--- config.mk ---
export PLATFORM = sky130hd
export DESIGN_NAME = tmr_host_regs
export DESIGN_NICKNAME = d
export VERILOG_FILES = /design/src/rtl/tmr_regs_pkg.sv /design/src/rtl/tmr_ctl_decode.sv /design/src/rtl/tmr_chan_regs.sv /design/src/rtl/tmr_host_regs.sv
export SDC_FILE = /design/constraint.sdc
export NUM_CORES = 1
export LEC_CHECK = 0
export CORE_MARGIN = 5
export CORE_UTILIZATION = 40
export DETAILED_ROUTE_END_ITERATION = 8
export HOLD_SLACK_MARGIN = 0.06
export SETUP_SLACK_MARGIN = 0.3
export SKIP_CTS_REPAIR_TIMING = 1
export SLEW_MARGIN = 25
export SYNTH_ARGS = -nofsm -noshare
export SYNTH_HDL_FRONTEND = slang
export SYNTH_SLANG_ARGS = --single-unit
--- constraint.sdc ---
create_clock -name clk -period 5.5 [get_ports clk]
set_input_delay 1.375 -clock clk [delete_from_list [all_inputs] [get_ports clk]]
set_output_delay 1.375 -clock clk [all_outputs]
set_load 0.01 [all_outputs]
--- src/rtl/tmr_regs_pkg.sv ---
package tmr_regs_pkg;

  typedef enum logic [1:0] {
    ACC_NONE = 2'd0,
    ACC_LO   = 2'd1,
    ACC_HI   = 2'd2,
    ACC_LH   = 2'd3
  } acc_e;

  // Codes 6 and 7 alias the periodic modes 2 and 3.
  function automatic logic [2:0] fold_mode(input logic [2:0] m);
    return (m > 3'd5) ? (m - 3'd4) : m;
  endfunction

  function automatic logic [7:0] status_byte(input logic out_lvl, input acc_e acc,
                                             input logic [2:0] mode, input logic bcd);
    return {out_lvl, 1'b0, 2'(acc), mode, bcd};
  endfunction

  function automatic logic [7:0] pick_byte(input logic [15:0] v, input logic hi);
    return hi ? v[15:8] : v[7:0];
  endfunction

endpackage

--- src/rtl/tmr_ctl_decode.sv ---
module tmr_ctl_decode
  import tmr_regs_pkg::*;
#(
  parameter int CH_N = 3
) (
  input  logic            wr_en,
  input  logic [1:0]      addr,
  input  logic [7:0]      wdata,
  output logic [CH_N-1:0] cfg_we,
  output logic [CH_N-1:0] lat_cnt,
  output logic [CH_N-1:0] lat_sts,
  output acc_e            cfg_acc,
  output logic [2:0]      cfg_mode,
  output logic            cfg_bcd
);
  logic       ctl_wr;
  logic       is_rb;
  logic [1:0] sel;

  assign ctl_wr   = wr_en && (addr == 2'd3);
  assign sel      = wdata[7:6];
  assign is_rb    = (sel == 2'd3);
  assign cfg_acc  = acc_e'(wdata[5:4]);
  assign cfg_mode = fold_mode(wdata[3:1]);
  assign cfg_bcd  = wdata[0];

  always_comb begin
    cfg_we  = '0;
    lat_cnt = '0;
    lat_sts = '0;
    for (int c = 0; c < CH_N; c++) begin
      if (ctl_wr && is_rb) begin
        if (wdata[c+1]) begin
          lat_cnt[c] = !wdata[5];
          lat_sts[c] = !wdata[4];
        end
      end else if (ctl_wr && sel == 2'(c)) begin
        if (cfg_acc == ACC_NONE) lat_cnt[c] = 1'b1;
        else                     cfg_we[c]  = 1'b1;
      end
    end
  end
endmodule

--- src/rtl/tmr_chan_regs.sv ---
module tmr_chan_regs
  import tmr_regs_pkg::*;
#(
  parameter int BW = 8,
  localparam int CW = 2 * BW
) (
  input  logic          clk,
  input  logic          rst_n,
  input  logic          cfg_we,
  input  acc_e          cfg_acc,
  input  logic [2:0]    cfg_mode,
  input  logic          cfg_bcd,
  input  logic          lat_cnt,
  input  logic          lat_sts,
  input  logic          wr_hit,
  input  logic          rd_hit,
  input  logic [BW-1:0] wdata,
  input  logic [CW-1:0] live_cnt,
  input  logic          out_lvl,
  output logic [BW-1:0] rd_byte,
  output logic          rd_is_sts,
  output logic          ld_stb,
  output logic [CW-1:0] ld_val,
  output logic [2:0]    mode,
  output logic          bcd
);
  acc_e          acc, pend;
  logic          wr_hi, rd_hi, sts_v;
  logic [BW-1:0] hold, sts;
  logic [CW-1:0] snap;

  always_comb begin
    rd_is_sts = sts_v;
    if (sts_v) rd_byte = sts;
    else begin
      case (pend)
        ACC_LO, ACC_LH: rd_byte = pick_byte(snap, 1'b0);
        ACC_HI:         rd_byte = pick_byte(snap, 1'b1);
        default: begin
          case (acc)
            ACC_HI:  rd_byte = pick_byte(live_cnt, 1'b1);
            ACC_LH:  rd_byte = pick_byte(live_cnt, rd_hi);
            default: rd_byte = pick_byte(live_cnt, 1'b0);
          endcase
        end
      endcase
    end
  end

  always_ff @(posedge clk) begin
    if (!rst_n) begin
      acc    <= ACC_LH;
      pend   <= ACC_NONE;
      mode   <= '0;
      bcd    <= 1'b0;
      wr_hi  <= 1'b0;
      rd_hi  <= 1'b0;
      sts_v  <= 1'b0;
      sts    <= '0;
      hold   <= '0;
      snap   <= '0;
      ld_stb <= 1'b0;
      ld_val <= '0;
    end else begin
      ld_stb <= 1'b0;
      if (cfg_we) begin
        acc   <= cfg_acc;
        mode  <= cfg_mode;
        bcd   <= cfg_bcd;
        wr_hi <= 1'b0;
        rd_hi <= 1'b0;
      end
      if (lat_cnt && pend == ACC_NONE) begin
        snap <= live_cnt;
        pend <= acc;
      end
      if (lat_sts && !sts_v) begin
        sts_v <= 1'b1;
        sts   <= status_byte(out_lvl, acc, mode, bcd);
      end
      if (wr_hit) begin
        case (acc)
          ACC_HI: begin
            ld_stb <= 1'b1;
            ld_val <= {wdata, {BW{1'b0}}};
          end
          ACC_LH: begin
            if (!wr_hi) hold <= wdata;
            else begin
              ld_stb <= 1'b1;
              ld_val <= {wdata, hold};
            end
            wr_hi <= !wr_hi;
          end
          default: begin
            ld_stb <= 1'b1;
            ld_val <= {{BW{1'b0}}, wdata};
          end
        endcase
      end
      if (rd_hit) begin
        if (sts_v) sts_v <= 1'b0;
        else if (pend != ACC_NONE) pend <= (pend == ACC_LH) ? ACC_HI : ACC_NONE;
        else if (acc == ACC_LH) rd_hi <= !rd_hi;
      end
    end
  end
endmodule

--- src/rtl/tmr_host_regs.sv ---
module tmr_host_regs
  import tmr_regs_pkg::*;
#(
  parameter int CH_N = 3,
  parameter int BW   = 8,
  localparam int CW  = 2 * BW
) (
  input  logic             clk,
  input  logic             rst_n,
  input  logic             wr_en,
  input  logic             rd_en,
  input  logic [1:0]       addr,
  input  logic [BW-1:0]    wdata,
  output logic [BW-1:0]    rdata,
  input  logic [CH_N*CW-1:0] ch_count,
  input  logic [CH_N-1:0]  ch_out,
  output logic [CH_N-1:0]  ld_stb,
  output logic [CH_N*CW-1:0] ld_val,
  output logic [CH_N*3-1:0] ch_mode,
  output logic [CH_N-1:0]  ch_bcd
);
  logic [CH_N-1:0] cfg_we, lat_cnt, lat_sts, rd_sts_v;
  acc_e            cfg_acc;
  logic [2:0]      cfg_mode;
  logic            cfg_bcd;
  logic [BW-1:0]   rd_byte [CH_N];
  logic            rd_is_status;

  tmr_ctl_decode #(.CH_N(CH_N)) u_dec (
    .wr_en(wr_en), .addr(addr), .wdata(wdata),
    .cfg_we(cfg_we), .lat_cnt(lat_cnt), .lat_sts(lat_sts),
    .cfg_acc(cfg_acc), .cfg_mode(cfg_mode), .cfg_bcd(cfg_bcd)
  );

  for (genvar c = 0; c < CH_N; c++) begin : g_ch
    tmr_chan_regs #(.BW(BW)) u_ch (
      .clk(clk), .rst_n(rst_n),
      .cfg_we(cfg_we[c]), .cfg_acc(cfg_acc), .cfg_mode(cfg_mode), .cfg_bcd(cfg_bcd),
      .lat_cnt(lat_cnt[c]), .lat_sts(lat_sts[c]),
      .wr_hit(wr_en && addr == 2'(c)), .rd_hit(rd_en && addr == 2'(c)),
      .wdata(wdata), .live_cnt(ch_count[c*CW +: CW]), .out_lvl(ch_out[c]),
      .rd_byte(rd_byte[c]), .rd_is_sts(rd_sts_v[c]),
      .ld_stb(ld_stb[c]), .ld_val(ld_val[c*CW +: CW]),
      .mode(ch_mode[c*3 +: 3]), .bcd(ch_bcd[c])
    );
  end

  always_comb begin
    rdata        = '0;
    rd_is_status = 1'b0;
    for (int c = 0; c < CH_N; c++) begin
      if (addr == 2'(c)) begin
        rdata        = rd_byte[c];
        rd_is_status = rd_sts_v[c];
      end
    end
  end
endmodule

==> flow_results.xml, run 1 <==
<?xml version="1.0" encoding="UTF-8"?>
<metrics>
  <group name="timing">
    <metric name="max_freq" unit="MHz">202.2</metric>
    <metric name="setup_violations" unit="">0</metric>
    <metric name="post-route-period-util" unit="">0.8992</metric>
    <metric name="tightest_slew" unit="ps">993.6</metric>
    <metric name="rsz_0062_raised_after_global_routing" unit="">no</metric>
    <metric name="report.final.slew_viol_count" unit="">0</metric>
    <metric name="fin_setup_tns" unit="ps">0</metric>
    <metric name="hold_viol" unit="">0</metric>
    <metric name="clock_skew" unit="ps">13.79</metric>
    <metric name="finalWorstSetupSlack" unit="ps">554.2</metric>
    <metric name="slew-limit-headroom" unit="">0.3376</metric>
    <metric name="period_minus_slack" unit="ps">4946</metric>
  </group>
  <group name="layout">
    <metric name="multi_input_comb_area" unit="um^2">4068</metric>
    <metric name="layout.nets" unit="">1100</metric>
    <metric name="area_growth_syn_to_layout" unit="%">25.15</metric>
    <metric name="antenna-diode-count" unit="">0</metric>
    <metric name="nFillCells" unit="">1932</metric>
    <metric name="final_layout_size_suffix_gt1_frac" unit="">0.08691</metric>
    <metric name="regArea" unit="um^2">3543</metric>
  </group>
  <group name="critical_path">
    <metric name="startpoint_type" unit="">input port</metric>
    <metric name="critical_path.max_stage_delay" unit="ps">610</metric>
    <metric name="crit_path_end_kind" unit="">primary output</metric>
    <metric name="critical-path-slowest-cell" unit="">sky130_fd_sc_hd__clkdlybuf4s50_1</metric>
    <metric name="critical-path-top-cell-by-count" unit="">sky130_fd_sc_hd__clkdlybuf4s50_1</metric>
    <metric name="timing.setup.critical_path_class" unit="">input port to primary output</metric>
    <metric name="reg_to_reg_endpoint" unit="">g_ch[1].u_ch.hold[4]</metric>
    <metric name="critical_path_arrival" unit="ps">3570</metric>
    <metric name="required_time_of_the_critical_path" unit="ps">4120</metric>
    <metric name="r2r-start" unit="">g_ch[1].u_ch.acc[1]</metric>
    <metric name="worst_setup_endpoint" unit="">rdata[5]</metric>
    <metric name="crit_start" unit="">addr[1]</metric>
    <metric name="minimum_setup_slack_among_reg_to_reg_paths" unit="ps">3110</metric>
    <metric name="worstPathCellList" unit="">clkdlybuf4s50_1, nand2b_1, o21ai_0, o211ai_1, nand4_1, o211a_1, clkdlybuf4s50_1</metric>
    <metric name="max_fanout_on_critical_path" unit="">8</metric>
    <metric name="r2r_worst_path_depth" unit="">6</metric>
  </group>
  <group name="global_route">
    <metric name="grt_start_max_net_pins" unit="">96</metric>
    <metric name="grt_util_all_layers" unit="">0.2043</metric>
    <metric name="first_global_vias" unit="">6910</metric>
    <metric name="met1_demand_to_capacity_share_in_global_routing" unit="">0.2791</metric>
    <metric name="met2_usage" unit="">0.3199</metric>
    <metric name="grt.busiest_layer" unit="">met2</metric>
    <metric name="grt_pass1_wl" unit="um">38580</metric>
    <metric name="overflow" unit="">0</metric>
    <metric name="grt.met3_usage" unit="">0.05680</metric>
    <metric name="antenna_found_initial" unit="">1</metric>
  </group>
  <group name="synth">
    <metric name="yosys_warnings" unit="">0</metric>
    <metric name="synth.avg_cell_area" unit="um^2">8.513</metric>
    <metric name="ys.flop_type" unit="">sky130_fd_sc_hd__dfxtp_1</metric>
    <metric name="post_synthesis_share_of_cell_area_spent_on_and_or_nand_and_nor_gates" unit="">0.2101</metric>
    <metric name="synthXorXnorAreaFrac" unit="">0</metric>
    <metric name="synth_compound_gate_area_share" unit="">0.1883</metric>
    <metric name="post_synth_mux_area_share" unit="">0.1072</metric>
    <metric name="synth.yosys.seq_area_share" unit="">0.4404</metric>
    <metric name="syn_inst" unit="">945</metric>
    <metric name="synth_enable_flop_cells" unit="">0</metric>
    <metric name="count_of_distinct_cell_types_in_the_synthesized_netlist" unit="">53</metric>
    <metric name="synth_adder_area_share" unit="">0</metric>
    <metric name="largest_family_of_logic_cells_by_synthesized_area" unit="">simple AND/OR/NAND/NOR gates</metric>
    <metric name="syn-cell-area" unit="um^2">8045</metric>
    <metric name="synth-async-reset-ratio" unit="">0</metric>
    <metric name="ys_seq_elements" unit="">177</metric>
    <metric name="syn-num-nets" unit="">1010</metric>
  </group>
  <group name="clock_tree">
    <metric name="cts_tree" unit="">built</metric>
    <metric name="htree_levels" unit="">4</metric>
    <metric name="tritoncts.num_buffers" unit="">17</metric>
    <metric name="worst_setup_hold_path_clk_slew" unit="ps">70</metric>
    <metric name="clock_sink_count" unit="">177</metric>
    <metric name="ctsRootBufferMaster" unit="">sky130_fd_sc_hd__clkbuf_16</metric>
    <metric name="clk-insertion-delay-late" unit="ps">430</metric>
    <metric name="cts_max_path_buffers" unit="">2</metric>
  </group>
  <group name="worst_hold_path">
    <metric name="min-delay-start" unit="">g_ch[1].u_ch.ld_val[9]</metric>
    <metric name="hold_path_depth" unit="">2</metric>
    <metric name="hold_path_class" unit="">flop to flop</metric>
  </group>
  <group name="job">
    <metric name="maxCapViolCount" unit="">0</metric>
  </group>
  <group name="drt">
    <metric name="drt-pass1-iter-count" unit="">5</metric>
    <metric name="detail_route.vias_per_cell" unit="">5.379</metric>
    <metric name="route.detailed.drc" unit="">0</metric>
    <metric name="wirelength" unit="um">24040</metric>
    <metric name="routed_antenna_nets" unit="">0</metric>
    <metric name="wl_per_cell" unit="um">18.32</metric>
    <metric name="vias" unit="">7057</metric>
    <metric name="initialDrtViolationCount" unit="">483</metric>
  </group>
  <group name="floorplan">
    <metric name="placement_rows" unit="">51</metric>
    <metric name="initial_standard_cell_utilization_of_the_core" unit="">0.4093</metric>
    <metric name="die_area" unit="um^2">23050</metric>
    <metric name="fp.dieH" unit="um">151.8</metric>
    <metric name="pin_count" unit="">136</metric>
    <metric name="design.core.area" unit="um^2">19650</metric>
    <metric name="chipWidth" unit="um">151.8</metric>
  </group>
  <group name="placed_design">
    <metric name="port_buffers" unit="">135</metric>
    <metric name="dpl_worst_slack" unit="ps">255.3</metric>
    <metric name="globalplace.congestion" unit="">0.8296</metric>
    <metric name="post_dp_hpwl" unit="um">16410</metric>
  </group>
  <group name="pwr">
    <metric name="netSwitchingFraction" unit="">0.2464</metric>
    <metric name="pwr-share-clk" unit="">0.422</metric>
    <metric name="leakage" unit="uW">0.003639</metric>
    <metric name="pwr-share-comb" unit="">0.097</metric>
    <metric name="power_switching" unit="uW">673.0</metric>
    <metric name="power_density" unit="nW/um^2">271.3</metric>
    <metric name="internal_power" unit="uW">2058</metric>
    <metric name="vdd.ir_drop.worst" unit="uV">215.4</metric>
    <metric name="seq_power_share" unit="">0.481</metric>
  </group>
  <group name="status">
    <metric name="run_status" unit="">finished, final reports clean</metric>
  </group>
</metrics>
-- through the flow --
step | instances | hold slack (ps) | util | total power (uW) | instance area (um^2)
4_1_cts | 1310 | 455.0 | 0.5114 | 2758 | 10050
2_1_floorplan | 945 | 430.9 | - | 1479 | 8045
3_5_place_dp | 1279 | 443.4 | 0.4833 | 1607 | 9499
3_3_place_gp | 1279 | 436.4 | 0.4833 | 1607 | 9499
5_1_grt | 1312 | 476.4 | 0.5123 | 2841 | 10070
6_report | 1312 | 452.6 | 0.5123 | 2731 | 10070
-- cell usage after synthesis, types with 13 or more instances --
cell | number | area, um^2
sky130_fd_sc_hd__mux2i_1 | 85 | 850.8
sky130_fd_sc_hd__nand3_1 | 29 | 145.1
sky130_fd_sc_hd__buf_2 | 14 | 70.07
sky130_fd_sc_hd__nor2b_1 | 17 | 106.4
sky130_fd_sc_hd__dfxtp_1 | 177 | 3543
sky130_fd_sc_hd__a221oi_1 | 22 | 192.7
sky130_fd_sc_hd__nor2_1 | 126 | 473.0
sky130_fd_sc_hd__clkbuf_1 | 59 | 221.5
sky130_fd_sc_hd__a21oi_1 | 71 | 355.3
sky130_fd_sc_hd__o21ai_0 | 25 | 125.1
sky130_fd_sc_hd__nand2_1 | 121 | 454.2
sky130_fd_sc_hd__nor3_1 | 26 | 130.1
sky130_fd_sc_hd__a31o_2 | 21 | 183.9
sky130_fd_sc_hd__inv_1 | 13 | 48.80
sky130_fd_sc_hd__a21boi_0 | 16 | 120.1
-- worst max-delay path, delay by kind of cell --
family	cells	cell delay, ps
AND/OR/NAND/NOR	2	490
buffers and inverters	2	1150
AO/OA/AOI/OAI	3	550
-- placed cells by master (no fill, tap or decap), types with 21 or more instances in the layout --
master                              n
sky130_fd_sc_hd__a21oi_1           71
sky130_fd_sc_hd__a221oi_1          22
sky130_fd_sc_hd__a31o_2            21
sky130_fd_sc_hd__buf_4             22
sky130_fd_sc_hd__clkdlybuf4s50_1  134
sky130_fd_sc_hd__dfxtp_1          177
sky130_fd_sc_hd__mux2i_1           85
sky130_fd_sc_hd__nand2_1          121
sky130_fd_sc_hd__nand3_1           29
sky130_fd_sc_hd__nor2_1           126
sky130_fd_sc_hd__nor3_1            26
sky130_fd_sc_hd__o21ai_0           25
-- sequential cells by signal, summed over array words and instances, names as in the netlist --
signal / flops
g_ch.u_ch.rd_is_sts: 3
g_ch.u_ch.bcd: 3
g_ch.u_ch.sts: 21
g_ch.u_ch.snap: 48
g_ch.u_ch.ld_val: 48
g_ch.u_ch.rd_hi: 3
g_ch.u_ch.mode: 9
g_ch.u_ch.acc: 6
g_ch.u_ch.wr_hi: 3
g_ch.u_ch.hold: 24
g_ch.u_ch.ld_stb: 3
g_ch.u_ch.pend: 6
-- worst min-delay path by stage --
stage	end	slack (ps)
2_1_floorplan	g_ch[0].u_ch.rd_hi	430
3_3_place_gp	g_ch[0].u_ch.ld_val[9]	440
3_5_place_dp	g_ch[1].u_ch.ld_val[13]	440
4_1_cts	g_ch[1].u_ch.ld_val[9]	450
5_1_grt	g_ch[1].u_ch.ld_val[13]	480
6_report	g_ch[1].u_ch.ld_val[9]	450
-- cell type report --
| cell class | count | area share |
|---|---|---|
| well taps | 265 | 0.03293 |
| repair buffers | 157 | 0.1509 |
| clock buffers | 19 | 0.04399 |
| inverters | 14 | 0.005468 |
| flip-flops and latches | 177 | 0.3519 |
| clock inverters | 12 | 0.01081 |
| multi-input cells | 668 | 0.4040 |
-- routing by layer --
| metal | vias to the layer above | wire [um] |
|---|---|---|
| met5 | - | 13 |
| met4 | 2 | 331 |
| met1 | 3333 | 11300 |
| li1 | 3503 | - |
| met3 | 27 | 1292 |
| met2 | 192 | 11100 |
-- power groups by stage --
stage / logic [uW] / clock network [uW] / registers, uW
after floorplan: 139 / 0 / 1340
after global placement: 265 / 0 / 1340
after detailed placement: 265 / 0 / 1340
after CTS: 267 / 1180 / 1310
after global routing: 288 / 1240 / 1310
final: 266 / 1150 / 1310
-- cells by family after synthesis --
| group | after synthesis |
|---|---|
| compound gates | 218 |
| mux | 86 |
| simple gates | 364 |
| flops | 177 |
| buf+inv | 100 |
Note: power is estimated with default switching activity, not from simulation.
==> inputs of run 2 (changes only) <==
SYNTH_HIERARCHICAL = 1   (was not set)
clock period = 6 ns   (was 5.5 ns; I/O delays follow)
==> run 2 against run 1 <==
- final cell count rose by 4.6%
- critical path depth fell by 3
- non-clock buffer count fell by 7
- clock skew fell by 3.9 ps
- wire length rose by 7.8%
- cell area rose by 2.2%
- utilization fell by 0.87 points
- via count rose by 11%
- largest power group unchanged
- synthesized area rose by 3.9%
==> flow_results.xml, run 2 <==
<?xml version="1.0" encoding="UTF-8"?>
<metrics>
  <group name="critical_path">
    <metric name="crit_path_end_kind" unit="">primary output</metric>
    <metric name="critical_path.max_stage_delay" unit="ps">810</metric>
    <metric name="required_time_of_the_critical_path" unit="ps">4500</metric>
    <metric name="critical-path-slowest-cell" unit="">sky130_fd_sc_hd__clkdlybuf4s50_1</metric>
    <metric name="max_fanout_on_critical_path" unit="">16</metric>
    <metric name="startpoint_type" unit="">input port</metric>
    <metric name="critical_path_arrival" unit="ps">3710</metric>
    <metric name="timing.setup.critical_path_class" unit="">input port to primary output</metric>
    <metric name="worstPathCellList" unit="">clkdlybuf4s50_1, nor2b_1, o2bb2ai_1, clkdlybuf4s50_1</metric>
    <metric name="critical-path-top-cell-by-count" unit="">sky130_fd_sc_hd__clkdlybuf4s50_1</metric>
  </group>
  <group name="floorplan">
    <metric name="initial_standard_cell_utilization_of_the_core" unit="">0.4090</metric>
    <metric name="fp.dieH" unit="um">154.5</metric>
    <metric name="die_area" unit="um^2">23880</metric>
    <metric name="chipWidth" unit="um">154.5</metric>
    <metric name="placement_rows" unit="">52</metric>
    <metric name="pin_count" unit="">136</metric>
    <metric name="design.core.area" unit="um^2">20430</metric>
  </group>
  <group name="synth">
    <metric name="post_synth_main_area_contributors" unit="">sky130_fd_sc_hd__dfxtp_1 (42%), sky130_fd_sc_hd__nand2_1 (8.1%), sky130_fd_sc_hd__a21oi_1 (7.9%), sky130_fd_sc_hd__mux2i_1 (5.3%), sky130_fd_sc_hd__nand4_1 (3.4%)</metric>
    <metric name="syn-cell-area" unit="um^2">8356</metric>
    <metric name="synth.yosys.seq_area_share" unit="">0.4241</metric>
    <metric name="synth_enable_flop_cells" unit="">0</metric>
    <metric name="syn_inst" unit="">1022</metric>
    <metric name="ys.flop_type" unit="">sky130_fd_sc_hd__dfxtp_1</metric>
    <metric name="syn-num-nets" unit="">1087</metric>
    <metric name="netlist.top_cell.by_area" unit="">sky130_fd_sc_hd__dfxtp_1</metric>
    <metric name="yosys_warnings" unit="">6</metric>
    <metric name="synth.avg_cell_area" unit="um^2">8.176</metric>
    <metric name="count_of_distinct_cell_types_in_the_synthesized_netlist" unit="">43</metric>
    <metric name="synth-async-reset-ratio" unit="">0</metric>
    <metric name="ys_seq_elements" unit="">177</metric>
    <metric name="synth_most_common_cell" unit="">sky130_fd_sc_hd__nand2_1</metric>
    <metric name="post_synth_most_frequent_cells" unit="">sky130_fd_sc_hd__nand2_1 (181), sky130_fd_sc_hd__dfxtp_1 (177), sky130_fd_sc_hd__a21oi_1 (132)</metric>
    <metric name="netlist.area_leader.share" unit="">0.4241</metric>
  </group>
  <group name="timing">
    <metric name="hold_viol" unit="">0</metric>
    <metric name="period_minus_slack" unit="ps">5209</metric>
    <metric name="rsz_0062_raised_after_global_routing" unit="">no</metric>
    <metric name="hold_slack" unit="ps">452.3</metric>
    <metric name="max_freq" unit="MHz">192.0</metric>
    <metric name="slew-limit-headroom" unit="">0.3222</metric>
    <metric name="post-route-period-util" unit="">0.8682</metric>
    <metric name="clock_skew" unit="ps">9.860</metric>
    <metric name="report.final.slew_viol_count" unit="">0</metric>
    <metric name="fin_setup_tns" unit="ps">0</metric>
    <metric name="tightest_slew" unit="ps">1013</metric>
    <metric name="setup_violations" unit="">0</metric>
  </group>
  <group name="drt">
    <metric name="drt-pass1-iter-count" unit="">5</metric>
    <metric name="wirelength" unit="um">25910</metric>
    <metric name="vias" unit="">7852</metric>
    <metric name="initialDrtViolationCount" unit="">698</metric>
    <metric name="detail_route.vias_per_cell" unit="">5.719</metric>
    <metric name="wl_per_cell" unit="um">18.87</metric>
    <metric name="routed_antenna_nets" unit="">0</metric>
    <metric name="route.detailed.drc" unit="">0</metric>
  </group>
  <group name="pwr">
    <metric name="leakage" unit="uW">0.003447</metric>
    <metric name="vdd.ir_drop.worst" unit="uV">178.0</metric>
    <metric name="power_density" unit="nW/um^2">256.7</metric>
    <metric name="design_power_total" unit="uW">2641</metric>
  </group>
  <group name="global_route">
    <metric name="overflow" unit="">0</metric>
    <metric name="grt_pass1_wl" unit="um">40990</metric>
    <metric name="grt_start_max_net_pins" unit="">58</metric>
    <metric name="first_global_vias" unit="">7342</metric>
    <metric name="grt_util_all_layers" unit="">0.2113</metric>
    <metric name="antenna_found_initial" unit="">0</metric>
  </group>
  <group name="layout">
    <metric name="most-common-layout-cells" unit="">sky130_fd_sc_hd__nand2_1 (181), sky130_fd_sc_hd__dfxtp_1 (177), sky130_fd_sc_hd__clkdlybuf4s50_1 (135)</metric>
    <metric name="layout.nets" unit="">1155</metric>
    <metric name="final_layout_size_suffix_gt1_frac" unit="">0.05440</metric>
    <metric name="antenna-diode-count" unit="">0</metric>
    <metric name="mostFrequentLayoutCell" unit="">sky130_fd_sc_hd__nand2_1</metric>
    <metric name="leading_registers_by_flop_count" unit="">g_ch.u_ch/ld_val x48, g_ch.u_ch/snap x48, g_ch.u_ch/hold x24</metric>
    <metric name="area_growth_syn_to_layout" unit="%">23.12</metric>
  </group>
  <group name="placed_design">
    <metric name="post_dp_hpwl" unit="um">16940</metric>
    <metric name="globalplace.congestion" unit="">0.8263</metric>
    <metric name="port_buffers" unit="">135</metric>
  </group>
  <group name="job">
    <metric name="maxCapViolCount" unit="">0</metric>
  </group>
  <group name="clock_tree">
    <metric name="ctsRootBufferMaster" unit="">sky130_fd_sc_hd__clkbuf_16</metric>
    <metric name="clock_sink_count" unit="">177</metric>
    <metric name="htree_levels" unit="">4</metric>
    <metric name="clk-insertion-delay-late" unit="ps">420</metric>
    <metric name="tritoncts.num_buffers" unit="">17</metric>
    <metric name="cts_max_path_buffers" unit="">2</metric>
    <metric name="cts_tree" unit="">built</metric>
    <metric name="worst_setup_hold_path_clk_slew" unit="ps">60</metric>
  </group>
  <group name="status">
    <metric name="run_status" unit="">finished, final reports clean</metric>
  </group>
  <group name="worst_hold_path">
    <metric name="hold_path_class" unit="">flop to flop</metric>
  </group>
</metrics>
==> run 2: cell types whose count changed in the layout (fill, tap and decap cells not counted), moves of 23 or more <==
cell                       change
sky130_fd_sc_hd__and3b_1      +26
sky130_fd_sc_hd__mux2i_1      -41
sky130_fd_sc_hd__nor2_1       -86
sky130_fd_sc_hd__nand4_1      +34
sky130_fd_sc_hd__nand2_1      +60
sky130_fd_sc_hd__a311oi_1     +23
sky130_fd_sc_hd__a21oi_1      +61
==> run 2: worst paths after layout <==
check                        startpoint                endpoint  slack (ps)  cells past startpoint
setup / recovery                addr[1]                rdata[7]         790                      4
hold / removal    g_ch[2].u_ch/snap[12]   g_ch[2].u_ch/snap[12]         450                      2
setup reg to reg    g_ch[1].u_ch/acc[1]  g_ch[1].u_ch/ld_val[7]        3890                      4
hold reg to reg   g_ch[2].u_ch/snap[12]   g_ch[2].u_ch/snap[12]         450                      2
==> run 2: cell families after synthesis <==
| group | after synthesis | share of synthesized area |
|---|---|---|
| AOI/OAI and AO/OA | 278 | 0.2117 |
| buffers and inverters | 138 | 0.07607 |
| DFF | 177 | 0.4241 |
| muxes | 44 | 0.05271 |
| and+or+nand+nor | 385 | 0.2354 |
==> run 2: worst max-delay path, delay by kind of cell <==
family | cells | cell delay (ps)
buffers and inverters | 2 | 1400
AO/OA/AOI/OAI | 1 | 240
AND/OR/NAND/NOR | 1 | 570
==> run 2: where the power goes <==
group	leakage [uW]	total [uW]	internal, uW	switching, uW
logic	0.00172	264	110	154
registers	0.00143	1210	1190	14.0
clock network	0.000293	1170	693	479
total	0.00345	2640	1990	647
==> run 2: metrics by stage <==
| stage | instance area, um^2 | setup slack [ps] | cells | utilization |
|---|---|---|---|---|
| finish | 10290 | 791.0 | 1373 | 0.5036 |
| global route | 10290 | 658.7 | 1373 | 0.5036 |
| CTS | 10290 | 808.4 | 1373 | 0.5036 |
| detailed placement | 9666 | 815.3 | 1341 | 0.4731 |
| global placement | 9666 | 863.2 | 1341 | 0.4731 |
| floorplan | 8356 | 2437 | 1022 | - |
==> run 2: area by class of cell <==
cell class / count / area [um^2]
tap: 270 / 337.8
sequential: 177 / 3543
clock buffer: 21 / 470.5
fill: 2014 / 10140
timing repair buffer: 150 / 1464
clock inverter: 11 / 151.4
inverter: 37 / 138.9
multi-input combinational: 707 / 4182
==> run 2: metal layers <==
layer,global-route usage,part of all wire,vias to the layer above
met2,0.3228,0.46,241
met4,0.05761,0.017,0
li1,-,-,3793
met1,0.2988,0.47,3787
met3,0.05113,0.059,31
met5,0,0,-
==> inputs of run 3 (changes only) <==
GPL_TIMING_DRIVEN = 0   (was not set)
==> run 3 against run 2 <==
- clock power is 3% lower
- critical path depth is 2 higher
- via count is 2.5% higher
- combinational power is 8.3% higher
==> flow_results.xml, run 3 (synthesis gave the netlist of run 2 again) <==
<?xml version="1.0" encoding="UTF-8"?>
<metrics>
  <group name="status">
    <metric name="run_status" unit="">finished, final reports clean</metric>
  </group>
  <group name="layout">
    <metric name="stdcell_area" unit="um^2">10640</metric>
    <metric name="final_standard_cell_count_with_taps_included_and_fillers_excluded" unit="">1460</metric>
    <metric name="layout.nets" unit="">1241</metric>
    <metric name="final_layout_size_suffix_gt1_frac" unit="">0.08074</metric>
    <metric name="nFillCells" unit="">1975</metric>
    <metric name="mostFrequentLayoutCell" unit="">sky130_fd_sc_hd__nand2_1</metric>
    <metric name="area_growth_syn_to_layout" unit="%">27.30</metric>
    <metric name="most-common-layout-cells" unit="">sky130_fd_sc_hd__nand2_1 (181), sky130_fd_sc_hd__dfxtp_1 (177), sky130_fd_sc_hd__clkdlybuf4s50_1 (135)</metric>
    <metric name="leading_registers_by_flop_count" unit="">g_ch.u_ch/ld_val x48, g_ch.u_ch/snap x48, g_ch.u_ch/hold x24</metric>
  </group>
  <group name="drt">
    <metric name="wirelength" unit="um">27480</metric>
    <metric name="routed_antenna_nets" unit="">0</metric>
    <metric name="wl_per_cell" unit="um">18.82</metric>
    <metric name="route.detailed.drc" unit="">0</metric>
    <metric name="initialDrtViolationCount" unit="">681</metric>
    <metric name="vias" unit="">8051</metric>
    <metric name="drt-pass1-iter-count" unit="">5</metric>
    <metric name="detail_route.vias_per_cell" unit="">5.514</metric>
  </group>
  <group name="placed_design">
    <metric name="globalplace.congestion" unit="">0.8525</metric>
    <metric name="post_dp_hpwl" unit="um">19820</metric>
    <metric name="placedInstanceArea" unit="um^2">10040</metric>
    <metric name="port_buffers" unit="">135</metric>
    <metric name="dp.cells" unit="">1427</metric>
  </group>
  <group name="timing">
    <metric name="rsz_0062_raised_after_global_routing" unit="">no</metric>
    <metric name="hold_viol" unit="">0</metric>
    <metric name="setup_violations" unit="">0</metric>
    <metric name="tightest_slew" unit="ps">895.9</metric>
    <metric name="clock_skew" unit="ps">7.023</metric>
    <metric name="fin_setup_tns" unit="ps">0</metric>
    <metric name="report.final.slew_viol_count" unit="">0</metric>
    <metric name="post-route-period-util" unit="">0.8408</metric>
    <metric name="period_minus_slack" unit="ps">5045</metric>
    <metric name="hold_slack" unit="ps">453.0</metric>
    <metric name="slew-limit-headroom" unit="">0.4009</metric>
    <metric name="max_freq" unit="MHz">198.2</metric>
  </group>
  <group name="critical_path">
    <metric name="max_fanout_on_critical_path" unit="">2</metric>
    <metric name="timing.setup.critical_path_class" unit="">input port to primary output</metric>
    <metric name="critical-path-slowest-cell" unit="">sky130_fd_sc_hd__clkdlybuf4s50_1</metric>
    <metric name="required_time_of_the_critical_path" unit="ps">4500</metric>
    <metric name="critical-path-top-cell-by-count" unit="">sky130_fd_sc_hd__clkdlybuf4s50_1</metric>
    <metric name="critical_path_arrival" unit="ps">3540</metric>
    <metric name="critical_path.max_stage_delay" unit="ps">600</metric>
    <metric name="startpoint_type" unit="">input port</metric>
    <metric name="r2r_worst_path_depth" unit="">5</metric>
    <metric name="crit_path_end_kind" unit="">primary output</metric>
    <metric name="worstPathCellList" unit="">clkdlybuf4s50_1, o211ai_1, a32oi_1, mux2i_1, o2bb2ai_1, clkdlybuf4s50_1</metric>
  </group>
  <group name="clock_tree">
    <metric name="cts_tree" unit="">built</metric>
    <metric name="clk-insertion-delay-late" unit="ps">430</metric>
    <metric name="cts_max_path_buffers" unit="">2</metric>
    <metric name="htree_levels" unit="">4</metric>
    <metric name="worst_setup_hold_path_clk_slew" unit="ps">70</metric>
    <metric name="ctsRootBufferMaster" unit="">sky130_fd_sc_hd__clkbuf_16</metric>
    <metric name="tritoncts.num_buffers" unit="">17</metric>
    <metric name="clock_sink_count" unit="">177</metric>
  </group>
  <group name="floorplan">
    <metric name="placement_rows" unit="">52</metric>
    <metric name="design.core.area" unit="um^2">20430</metric>
    <metric name="pin_count" unit="">136</metric>
    <metric name="initial_standard_cell_utilization_of_the_core" unit="">0.4090</metric>
    <metric name="fp.dieH" unit="um">154.5</metric>
    <metric name="chipWidth" unit="um">154.5</metric>
    <metric name="die_area" unit="um^2">23880</metric>
  </group>
  <group name="pwr">
    <metric name="vdd.ir_drop.worst" unit="uV">154.8</metric>
    <metric name="leakage" unit="uW">0.003633</metric>
    <metric name="power_density" unit="nW/um^2">246.0</metric>
  </group>
  <group name="job">
    <metric name="maxCapViolCount" unit="">0</metric>
  </group>
  <group name="global_route">
    <metric name="grt_pass1_wl" unit="um">42370</metric>
    <metric name="first_global_vias" unit="">7480</metric>
    <metric name="grt_start_max_net_pins" unit="">17</metric>
    <metric name="antenna_found_initial" unit="">1</metric>
    <metric name="grt_util_all_layers" unit="">0.2229</metric>
    <metric name="overflow" unit="">0</metric>
  </group>
  <group name="worst_hold_path">
    <metric name="hold_path_class" unit="">flop to flop</metric>
    <metric name="hold_path_depth" unit="">2</metric>
  </group>
</metrics>
==> run 3: cell count changes in the layout (fill, tap and decap cells not counted) <==
cell	previous run	this run
sky130_fd_sc_hd__nor3b_1	4	5
sky130_fd_sc_hd__buf_4	15	11
sky130_fd_sc_hd__buf_2	0	37
sky130_fd_sc_hd__inv_6	3	1
sky130_fd_sc_hd__clkbuf_8	3	2
sky130_fd_sc_hd__nor3b_2	1	0
sky130_fd_sc_hd__clkinv_4	0	3
sky130_fd_sc_hd__bufinv_16	3	2
sky130_fd_sc_hd__clkbuf_1	1	38
sky130_fd_sc_hd__clkinv_2	1	3
sky130_fd_sc_hd__diode_2	0	1
sky130_fd_sc_hd__clkinvlp_4	4	3
sky130_fd_sc_hd__buf_6	0	4
sky130_fd_sc_hd__buf_1	0	12
==> run 3: path summary, 6_finish.rpt <==
check / end / from / slack [ps]
max: rdata[1] / ch_count[17] / 960
min: g_ch[0].u_ch/snap[15] / g_ch[0].u_ch/snap[15] / 450
max reg2reg: g_ch[1].u_ch/snap[11] / g_ch[1].u_ch/pend[1] / 4530
min reg2reg: g_ch[0].u_ch/snap[15] / g_ch[0].u_ch/snap[15] / 450
==> run 3: per-layer routing <==
metal,vias up,routed length [um],track usage,share of wire
li1,3962,-,-,-
met1,3790,13190,0.3223,0.48
met2,264,12250,0.3380,0.45
met3,35,1525,0.04219,0.055
met4,0,516,0.06686,0.019
met5,-,0,0,0
==> run 3: area by class of cell <==
cell class | count | area, um^2 | area share
Buffer | 101 | 496.7 | 0.04670
Inverter | 37 | 138.9 | 0.01306
Timing Repair Buffer | 135 | 1351 | 0.1270
Tap cell | 270 | 337.8 | 0.03176
Sequential cell | 177 | 3543 | 0.3331
Clock buffer | 20 | 456.7 | 0.04294
Multi-Input combinational cell | 707 | 4177 | 0.3927
Clock inverter | 12 | 132.6 | 0.01247
Antenna cell | 1 | 2.502 | 0.0002353
==> run 3: where the power goes <==
group	internal, uW	switching [uW]	leakage, uW	total, uW
clock network	637	492	0.000282	1130
logic	119	167	0.00192	286
registers	1190	10.2	0.00143	1200
==> run 3: worst max-delay path, delay by kind of cell <==
family / cells / cell delay [ps]
AOI/OAI and AO/OA: 3 / 720
buffers and inverters: 2 / 1110
muxes: 1 / 200
==> run 3: per-stage QoR <==
stage	power (uW)	worst slack, ps	utilization
global placement	1510	1005	0.4917
global route	2703	900.5	0.5206
detailed placement	1509	1013	0.4917
floorplan	1363	2437	-
CTS	2634	1008	0.5205
finish	2616	955.4	0.5206
